[src/rtl/bankrf_pkg.sv]
`timescale 1ns/1ps
package bankrf_pkg;

  localparam int NUM_GPR   = 30;
  localparam int NUM_SPSR  = 5;
  localparam int GPR_IDX_W = $clog2(NUM_GPR);
  localparam int LOG_IDX_W = 4;
  localparam int FIQ_BASE  = 13;   // first private fast-interrupt slot (its r8)
  localparam int SPLR_BASE = 18;   // first stack/link slot (user r13)

  typedef enum logic [4:0] {
    MODE_USR = 5'b10000,
    MODE_FIQ = 5'b10001,
    MODE_IRQ = 5'b10010,
    MODE_SVC = 5'b10011,
    MODE_ABT = 5'b10111,
    MODE_UND = 5'b11011,
    MODE_SYS = 5'b11111
  } mode_e;

  typedef enum logic [2:0] {
    BANK_USR = 3'd0,
    BANK_FIQ = 3'd1,
    BANK_IRQ = 3'd2,
    BANK_SVC = 3'd3,
    BANK_ABT = 3'd4,
    BANK_UND = 3'd5
  } bank_e;

  // Strobes from control to datapath
  typedef struct packed {
    logic [GPR_IDX_W-1:0] rdIdxA;
    logic                 rdPcA;
    logic [GPR_IDX_W-1:0] rdIdxB;
    logic                 rdPcB;
    logic                 gprWe;
    logic [GPR_IDX_W-1:0] gprIdx;
    logic                 pcWe;
    logic [NUM_SPSR-1:0]  spsrSel;
  } ctl_t;

  // Slot layout: 0..7 shared low registers, 8..12 user r8-r12,
  // 13..17 fast-interrupt r8-r12, 18..29 r13/r14 pairs per bank.
  function automatic logic [GPR_IDX_W-1:0] mapIdx(input logic [LOG_IDX_W-1:0] idx,
                                                  input bank_e bank);
    int slot;
    if (idx < 4'd8)       slot = int'(idx);
    else if (idx < 4'd13) slot = (bank == BANK_FIQ) ? int'(idx) - 8 + FIQ_BASE : int'(idx);
    else if (idx < 4'd15) slot = SPLR_BASE + 2 * int'(bank) + int'(idx) - 13;
    else                  slot = 0;
    return GPR_IDX_W'(slot);
  endfunction

endpackage

[src/rtl/bankrf_ctrl.sv]
`timescale 1ns/1ps
module bankrf_ctrl
  import bankrf_pkg::*;
(
  input  logic                 clk,
  input  logic                 rstN,
  input  logic [4:0]           modeBits,
  input  logic                 userBankIn,
  input  logic [LOG_IDX_W-1:0] rdAddrA,
  input  logic [LOG_IDX_W-1:0] rdAddrB,
  input  logic                 wrEn,
  input  logic [LOG_IDX_W-1:0] wrAddr,
  output ctl_t                 ctl
);

  localparam logic [LOG_IDX_W-1:0] PC_IDX = LOG_IDX_W'(15);

  bank_e               modeBank;
  bank_e               gprBank;
  logic                privileged;
  logic [NUM_SPSR-1:0] spsrOneHot;

  always_comb begin
    modeBank   = BANK_USR;
    privileged = 1'b0;
    spsrOneHot = '0;
    case (modeBits)
      MODE_FIQ: begin modeBank = BANK_FIQ; privileged = 1'b1; spsrOneHot[0] = 1'b1; end
      MODE_IRQ: begin modeBank = BANK_IRQ; privileged = 1'b1; spsrOneHot[1] = 1'b1; end
      MODE_SVC: begin modeBank = BANK_SVC; privileged = 1'b1; spsrOneHot[2] = 1'b1; end
      MODE_ABT: begin modeBank = BANK_ABT; privileged = 1'b1; spsrOneHot[3] = 1'b1; end
      MODE_UND: begin modeBank = BANK_UND; privileged = 1'b1; spsrOneHot[4] = 1'b1; end
      MODE_SYS: begin modeBank = BANK_USR; privileged = 1'b1; end
      default:  begin modeBank = BANK_USR; privileged = 1'b0; end
    endcase
  end

  always_comb begin
    gprBank = (userBankIn && privileged) ? BANK_USR : modeBank;
    ctl.rdPcA   = (rdAddrA == PC_IDX);
    ctl.rdPcB   = (rdAddrB == PC_IDX);
    ctl.rdIdxA  = mapIdx(rdAddrA, gprBank);
    ctl.rdIdxB  = mapIdx(rdAddrB, gprBank);
    ctl.gprWe   = wrEn && (wrAddr != PC_IDX);
    ctl.pcWe    = wrEn && (wrAddr == PC_IDX);
    ctl.gprIdx  = mapIdx(wrAddr, gprBank);
    ctl.spsrSel = spsrOneHot;
  end

  AST_FIQ_R8_PRIVATE: assert property (@(posedge clk) disable iff (!rstN)
    (modeBits == MODE_FIQ && !userBankIn && rdAddrA == 4'd8) |-> (ctl.rdIdxA != GPR_IDX_W'(8)));
  AST_FORCE_USER_SP: assert property (@(posedge clk) disable iff (!rstN)
    (userBankIn && modeBits == MODE_SVC && rdAddrA == 4'd13) |-> (ctl.rdIdxA == GPR_IDX_W'(SPLR_BASE)));
  AST_SPSR_SEL_SINGLE: assert property (@(posedge clk) disable iff (!rstN)
    $onehot0(ctl.spsrSel));

endmodule

[src/rtl/bankrf_data.sv]
`timescale 1ns/1ps
module bankrf_data
  import bankrf_pkg::*;
#(
  parameter int DATA_W = 32,
  parameter logic [DATA_W-1:0] CPSR_RESET = DATA_W'(32'h0000_00D3)
) (
  input  logic              clk,
  input  logic              rstN,
  input  ctl_t              ctl,
  input  logic [DATA_W-1:0] wrData,
  input  logic              pcWrEn,
  input  logic [DATA_W-1:0] pcWrData,
  input  logic              cpsrWrEn,
  input  logic [DATA_W-1:0] cpsrWrData,
  input  logic              spsrWrEn,
  input  logic [DATA_W-1:0] spsrWrData,
  output logic [DATA_W-1:0] rdDataA,
  output logic [DATA_W-1:0] rdDataB,
  output logic [DATA_W-1:0] pcOut,
  output logic [DATA_W-1:0] cpsrOut,
  output logic [DATA_W-1:0] spsrRdData
);

  localparam logic [DATA_W-1:0] ALIGN_MASK = ~DATA_W'(3);

  logic [NUM_GPR-1:0][DATA_W-1:0]  gpr;
  logic [NUM_SPSR-1:0][DATA_W-1:0] spsr;
  logic [DATA_W-1:0]               pcReg;
  logic [DATA_W-1:0]               cpsrReg;

  always_ff @(posedge clk or negedge rstN) begin
    if (!rstN) begin
      gpr <= '0;
    end else if (ctl.gprWe) begin
      for (int i = 0; i < NUM_GPR; i++) begin
        if (ctl.gprIdx == GPR_IDX_W'(i)) gpr[i] <= wrData;
      end
    end
  end

  always_ff @(posedge clk or negedge rstN) begin
    if (!rstN) begin
      spsr <= '0;
    end else if (spsrWrEn) begin
      for (int s = 0; s < NUM_SPSR; s++) begin
        if (ctl.spsrSel[s]) spsr[s] <= spsrWrData;
      end
    end
  end

  always_ff @(posedge clk or negedge rstN) begin
    if (!rstN)           pcReg <= '0;
    else if (pcWrEn)     pcReg <= pcWrData & ALIGN_MASK;
    else if (ctl.pcWe)   pcReg <= wrData & ALIGN_MASK;
  end

  always_ff @(posedge clk or negedge rstN) begin
    if (!rstN)         cpsrReg <= CPSR_RESET;
    else if (cpsrWrEn) cpsrReg <= cpsrWrData;
  end

  function automatic logic [DATA_W-1:0] pickGpr(input logic [GPR_IDX_W-1:0] idx,
                                                input logic [NUM_GPR-1:0][DATA_W-1:0] bankIn);
    logic [DATA_W-1:0] val;
    val = '0;
    for (int i = 0; i < NUM_GPR; i++) begin
      if (idx == GPR_IDX_W'(i)) val = bankIn[i];
    end
    return val;
  endfunction

  always_comb begin
    rdDataA    = ctl.rdPcA ? pcReg : pickGpr(ctl.rdIdxA, gpr);
    rdDataB    = ctl.rdPcB ? pcReg : pickGpr(ctl.rdIdxB, gpr);
    spsrRdData = '0;
    for (int s = 0; s < NUM_SPSR; s++) begin
      if (ctl.spsrSel[s]) spsrRdData = spsrRdData | spsr[s];
    end
  end

  assign pcOut   = pcReg;
  assign cpsrOut = cpsrReg;

  AST_GPR_WRITE_LANDS: assert property (@(posedge clk) disable iff (!rstN)
    ctl.gprWe |=> (gpr[$past(ctl.gprIdx)] == $past(wrData)));
  AST_PC_PORT_WINS: assert property (@(posedge clk) disable iff (!rstN)
    pcWrEn |=> (pcOut == ($past(pcWrData) & ALIGN_MASK)));
  AST_SPSR_UNTOUCHED: assert property (@(posedge clk) disable iff (!rstN)
    (spsrWrEn && ctl.spsrSel == '0) |=> $stable(spsr));
  AST_CPSR_LOADS: assert property (@(posedge clk) disable iff (!rstN)
    cpsrWrEn |=> (cpsrOut == $past(cpsrWrData)));

endmodule

[src/rtl/bankrf_top.sv]
`timescale 1ns/1ps
module bankrf_top
  import bankrf_pkg::*;
#(
  parameter int DATA_W = 32
) (
  input  logic              clk,
  input  logic              rstN,
  input  logic              cpsrWrEn,
  input  logic [DATA_W-1:0] cpsrWrData,
  output logic [DATA_W-1:0] cpsrOut,
  input  logic              userBankIn,
  input  logic [3:0]        rdAddrA,
  output logic [DATA_W-1:0] rdDataA,
  input  logic [3:0]        rdAddrB,
  output logic [DATA_W-1:0] rdDataB,
  input  logic              wrEn,
  input  logic [3:0]        wrAddr,
  input  logic [DATA_W-1:0] wrData,
  input  logic              pcWrEn,
  input  logic [DATA_W-1:0] pcWrData,
  output logic [DATA_W-1:0] pcOut,
  input  logic              spsrWrEn,
  input  logic [DATA_W-1:0] spsrWrData,
  output logic [DATA_W-1:0] spsrRdData
);

  ctl_t       ctl;
  logic [4:0] modeBits;

  assign modeBits = cpsrOut[4:0];

  bankrf_ctrl u_ctrl (
    .clk        (clk),
    .rstN       (rstN),
    .modeBits   (modeBits),
    .userBankIn (userBankIn),
    .rdAddrA    (rdAddrA),
    .rdAddrB    (rdAddrB),
    .wrEn       (wrEn),
    .wrAddr     (wrAddr),
    .ctl        (ctl)
  );

  bankrf_data #(.DATA_W(DATA_W)) u_data (
    .clk        (clk),
    .rstN       (rstN),
    .ctl        (ctl),
    .wrData     (wrData),
    .pcWrEn     (pcWrEn),
    .pcWrData   (pcWrData),
    .cpsrWrEn   (cpsrWrEn),
    .cpsrWrData (cpsrWrData),
    .spsrWrEn   (spsrWrEn),
    .spsrWrData (spsrWrData),
    .rdDataA    (rdDataA),
    .rdDataB    (rdDataB),
    .pcOut      (pcOut),
    .cpsrOut    (cpsrOut),
    .spsrRdData (spsrRdData)
  );

  AST_USER_NO_SPSR: assert property (@(posedge clk) disable iff (!rstN)
    (modeBits == MODE_USR || modeBits == MODE_SYS) |-> (spsrRdData == '0));
  AST_UNKNOWN_MODE_NO_SPSR: assert property (@(posedge clk) disable iff (!rstN)
    !(modeBits inside {MODE_FIQ, MODE_IRQ, MODE_SVC, MODE_ABT, MODE_UND}) |-> (spsrRdData == '0));

endmodule

[config.mk]
export PLATFORM = sky130hd
export DESIGN_NAME = bankrf_top
export DESIGN_NICKNAME = d
export VERILOG_FILES = /design/src/rtl/bankrf_pkg.sv /design/src/rtl/bankrf_ctrl.sv /design/src/rtl/bankrf_data.sv /design/src/rtl/bankrf_top.sv
export SDC_FILE = /design/constraint.sdc
export NUM_CORES = 2
export LEC_CHECK = 0
export BUFFER_PORTS_ARGS = -buffer_cell sky130_fd_sc_hd__buf_2
export CORE_MARGIN = 2
export CORE_UTILIZATION = 45
export CTS_BUF_LIST = sky130_fd_sc_hd__clkbuf_8
export DETAILED_ROUTE_END_ITERATION = 6
export GPL_ROUTABILITY_DRIVEN = 0
export GPL_TIMING_DRIVEN = 0
export PLACE_DENSITY_LB_ADDON = 0.3
export REMOVE_ABC_BUFFERS = 1
export SLEW_MARGIN = 10
export SYNTH_ARGS = -nofsm -noshare
export SYNTH_HDL_FRONTEND = slang
export SYNTH_SLANG_ARGS = --single-unit
[constraint.sdc]
create_clock -name clk -period 7.2 [get_ports clk]
set_clock_uncertainty 0.1 [all_clocks]
set_input_delay 1.44 -clock clk [delete_from_list [all_inputs] [get_ports clk]]
set_output_delay 1.44 -clock clk [all_outputs]
set_load 0.05 [all_outputs]
==> results of run 1 <==
[logic make-up after synthesis]
group                      share of synthesized area (%)
AOI/OAI and AO/OA                                   16.5
buffers and inverters                               3.56
adders and majority gates                          0.553
and+or+nand+nor                                     9.61
muxes                                               22.5
DFF                                                 47.1
other                                            0.00596
xor gates and xnor gates                           0.181
[Yosys cell counts (all sizes together) (111+ instances only)]
library cell  number  area (um2)
dfrtp           1177       29500
o22ai            170        1060
clkbuf           313        1170
a22oi            141        1060
mux2            1159       13100
buf              190         968
nand2            652        2460
o21ai            313        1580
mux2i            111        1110
nand3            172         873
a21oi            310        1560
nor2             283        1080
[per-layer routing]
layer / global-route usage [%] / GRT overflow
met5: 32.9 / 0
met3: 51.0 / 1
met4: 49.9 / 14
met1: 59.2 / 5
met2: 67.7 / 13
[metrics by stage]
step / instance area [um2] / setup WS, ns / util, % / hold WS, ns
global placement: 64600 / -21.91 / 46.5 / 0.387
floorplan: 60700 / -4.44 / - / 0.379
CTS: 83300 / -0.491 / 59.9 / 0.238
detailed placement: 68800 / -3.45 / 49.5 / 0.393
[timing repair]
item,4_1_cts
endpoints found under the setup margin,64
resized for setup,1065
buffers inserted,539
pin swaps,360
cloned,26
==> impl_metrics.env, run 1 <==
export IMPL_outcome="did not finish"
export IMPL_haltStage="5_1_grt"
export IMPL_error="[ERROR GRT-0232] Routing congestion too high. Check the congestion heatmap in the GUI."
export IMPL_synth_edf_count=0
export IMPL_ys_seq_area_share_pct=47.1
export IMPL_yosysWarnings=0
export IMPL_root_buffer="clkbuf_8"
export IMPL_groute_usage_overall_pct=57.9
export IMPL_hpwl_mm=194
export IMPL_fp_dieW_um=378
export IMPL_cts_max_path_buffers=3
export IMPL_rows=137
export IMPL_synth_flop_cell="dfrtp_1"
export IMPL_postCtsHoldBufs=0
export IMPL_h_tree_depth=4
export IMPL_synth_area_um2=62900
export IMPL_port_buffers=302
export IMPL_start_util_pct=45.2
export IMPL_syn_inst=5885
export IMPL_grt_max_degree=154
export IMPL_numClockSinks=1182
export IMPL_die_h_um=378
export IMPL_grt_ovfl_total=33
export IMPL_syn_area_per_cell_um2=10.7
export IMPL_numCtsBuffers=201
export IMPL_ios=307
export IMPL_yosysUniqueCellTypes=109
export IMPL_dp_cells=7769
export IMPL_synth_async_sr_flop_share_pct=100
export IMPL_synth_seq_cells=1182
==> run 2, diff against run 1 <==
Settings changed: CORE_UTILIZATION 45 to 30, CTS_BUF_LIST sky130_fd_sc_hd__clkbuf_8 to default, PLACE_DENSITY_LB_ADDON 0.3 to 0.15.
Clock period 7.2 ns to 9.4 ns, I/O delays scaled along.
==> run 2 against run 1 <==
Against the previous run:
- synthesized cell count unchanged
- the flow now finishes, with violations (setup timing)
- synthesized area unchanged
==> impl_metrics.env, run 2 <==
export IMPL_outcome="complete, but fails checks"
export IMPL_violations="setup timing"
export IMPL_cts_clk_slew_worst_paths_ns=0.05
export IMPL_post_drt_via_cell_ratio=6.25
export IMPL_place_ws_ns=-2.77
export IMPL_ant_nets=0
export IMPL_synth_common_cells="1177 x dfrtp_1, 1159 x mux2_2, 648 x nand2_1"
export IMPL_slew_headroom_pct=9.04
export IMPL_die_area_um2=213000
export IMPL_crit_required_ns=7.42
export IMPL_start_util_pct=30.1
export IMPL_end_kind="output port"
export IMPL_drive_gt1_share_pct=39.2
export IMPL_final_max_slew_viol_count=0
export IMPL_cp_slowest_cell="nor2_2"
export IMPL_yosysMostFrequentCell="dfrtp_1"
export IMPL_hold_class="register to register"
export IMPL_drc=0
export IMPL_fp_dieW_um=462
export IMPL_largest_register_ffs=960
export IMPL_groute_usage_overall_pct=30.1
export IMPL_final_area_um2=79300
export IMPL_final_hold_viol_count=0
export IMPL_grt_pass1_vias=56000
export IMPL_path_max_fanout=19
export IMPL_cellPowerDensity_nw_per_um2=226
export IMPL_fin_hold_ws_ns=0.401
export IMPL_final_cell_mix="1176 x dfrtp_1, 1159 x mux2_2, 604 x nand2_1"
export IMPL_timing_rr_end="u_data.gpr[804]"
export IMPL_syn_area_per_cell_um2=10.7
export IMPL_grt_pass1_wl_mm=453
export IMPL_cp_top_family="compound AO/OA/AOI/OAI gates"
export IMPL_synthToLayoutAreaGrowth_pct=26.1
export IMPL_arrival_ns=7.47
export IMPL_fp_coreArea_um2=209000
export IMPL_final_nets=6430
export IMPL_drt_iter0_markers=7949
export IMPL_numClockSinks=1182
export IMPL_fin_ws_ns=-0.0451
export IMPL_cts_max_path_buffers=3
export IMPL_synth_flop_cell="dfrtp_1"
export IMPL_top_register="u_data.gpr"
export IMPL_postCtsHoldBufs=0
export IMPL_placed_area_um2=71300
export IMPL_h_tree_depth=4
export IMPL_syn_inst=5885
export IMPL_ff2ff_setup_slack_ns=3.74
export IMPL_hp_start="u_data.cpsrOut[5]"
export IMPL_synth_area_leaders="dfrtp_1 47%, mux2_2 21%, nand2_1 3.9%"
export IMPL_cts_tree="yes"
export IMPL_vdd_drop_max_v=0.000205
export IMPL_drt_pass1_iterations=7
export IMPL_r2r_start="u_data.cpsrOut[3]"
export IMPL_dp_cells=8752
export IMPL_synth_seq_cells=1182
export IMPL_min_delay_worst_endpoint="u_data.cpsrOut[5]"
export IMPL_drv_cap=0
export IMPL_synth_async_sr_flop_share_pct=100
export IMPL_leakage_nw=34.4
export IMPL_yosysUniqueCellTypes=109
export IMPL_critPathKind="primary input to output port"
export IMPL_ys_seq_area_share_pct=47.1
export IMPL_yosysWarnings=0
export IMPL_port_buffers=302
export IMPL_min_period_ns=9.45
export IMPL_finalCritPeriodShare_pct=100
export IMPL_rows=168
export IMPL_crit_cells=19
export IMPL_hold_depth=1
export IMPL_numCtsBuffers=150
export IMPL_fin_cells=9193
export IMPL_synth_area_um2=62900
export IMPL_worstPathCellList="buf_2, a2111oi_4, buf_4, ha_1, inv_1, ha_1, inv_1, fa_1, nor3_1, o21ai_1, o211a_4, buf_12, nand2_1, nor2_2, o21ai_0, a221oi_1, o21ai_0, a31o_2, buf_2"
export IMPL_p_total_mw=17.9
export IMPL_clock_latency_ns=0.81
export IMPL_grt_max_degree=141
export IMPL_yosysTopAreaCell="dfrtp_1"
export IMPL_synth_edf_count=0
export IMPL_vias=57400
export IMPL_grt_ovfl_total=0
export IMPL_hpwl_mm=229
export IMPL_start_kind="primary input"
export IMPL_fmaxAchievable_ghz=0.106
export IMPL_ios=307
export IMPL_post_drt_wl_per_cell_um=35.8
export IMPL_die_h_um=462
export IMPL_worstMarginPinSlew_ns=1.35
export IMPL_cp_slowest_stage_delay_ns=0.63
export IMPL_root_buffer="clkbuf_16"
export IMPL_reg2reg_depth=20
export IMPL_drt_wl_total_mm=329
export IMPL_layout_commonest_cell="dfrtp_1"
export IMPL_grt_antenna_before_repair=44
export IMPL_setup_viol=1
export IMPL_synth_top_cell_area_share_pct=46.8
export IMPL_worst_path_buf_inv=6
[run 2: cell counts after synthesis]
Identical to the previous run, type by type.
[run 2: layout make-up]
class	count	area (um2)
fillers	20600	130000
multi-input cells	4176	33300
flip-flops and latches	1182	29600
repair buffers	721	7670
clock buffers	224	4490
well taps	2805	3510
clock inverters	48	581
inverters	26	97.6
diodes	11	27.5
[run 2: how the worst max path moves through the flow]
stage	end	from	slack, ns
after floorplan	rdDataA[22]	u_data.cpsrOut[3]	-2.68
after global placement	u_data.spsr[154]	rstN	-22.04
after detailed placement	rdDataB[13]	userBankIn	-2.77
after CTS	rdDataB[13]	userBankIn	-0.05
after global routing	rdDataA[16]	userBankIn	-0.02
final	rdDataA[7]	userBankIn	-0.05
[run 2: what timing repair did]
item                                   4_1_cts  5_1_grt
setup endpoints to repair                   64       61
pin swaps                                   65       30
gates cloned                                 1        0
setup buffers                              129       28
endpoints found under the hold margin        0        0
resized for setup                          234       76
[run 2: worst register-to-register path: cells and delay by family (launching register included)]
family                     cells  cell delay, ns
muxes                          2            0.57
AOI/OAI and AO/OA              3            0.41
and+or+nand+nor                7            2.05
DFF                            1            0.64
buffers and inverters          4            0.84
adders and majority gates      3            0.84
xor gates and xnor gates       1            0.09
[run 2: metal layers]
| metal | global-route usage, % | vias to the layer above | share of wire, % |
|---|---|---|---|
| met5 | 0 | - | 0.12 |
| met2 | 43.4 | 3694 | 42 |
| met4 | 18.4 | 52 | 7.4 |
| met3 | 9.82 | 1089 | 11 |
| li1 | - | 23000 | - |
| met1 | 38.8 | 29600 | 39 |
[run 2: cells by family after synthesis]
family / share of synthesized area [%]
compound gates: 16.5
buf+inv: 3.56
simple gates: 9.61
other cells: 0.00596
fa+ha+maj: 0.553
mux: 22.5
xor+xnor: 0.181
flops: 47.1
[run 2: where the power goes]
| group | switching [mW] | internal (mW) |
|---|---|---|
| Sequential | 0.949 | 6.27 |
| Clock | 2.51 | 3.52 |
| Combinational | 2.85 | 1.85 |
[run 2: stage by stage]
stage	util, %	setup TNS [ns]
detailed placement	34.1	-98.92
global placement	31.5	-
CTS	37.7	-0.0469
finish	38.0	-0.0451
global route	37.9	-0.109
floorplan	-	-103.56
Power figures use the tool's default switching activity.
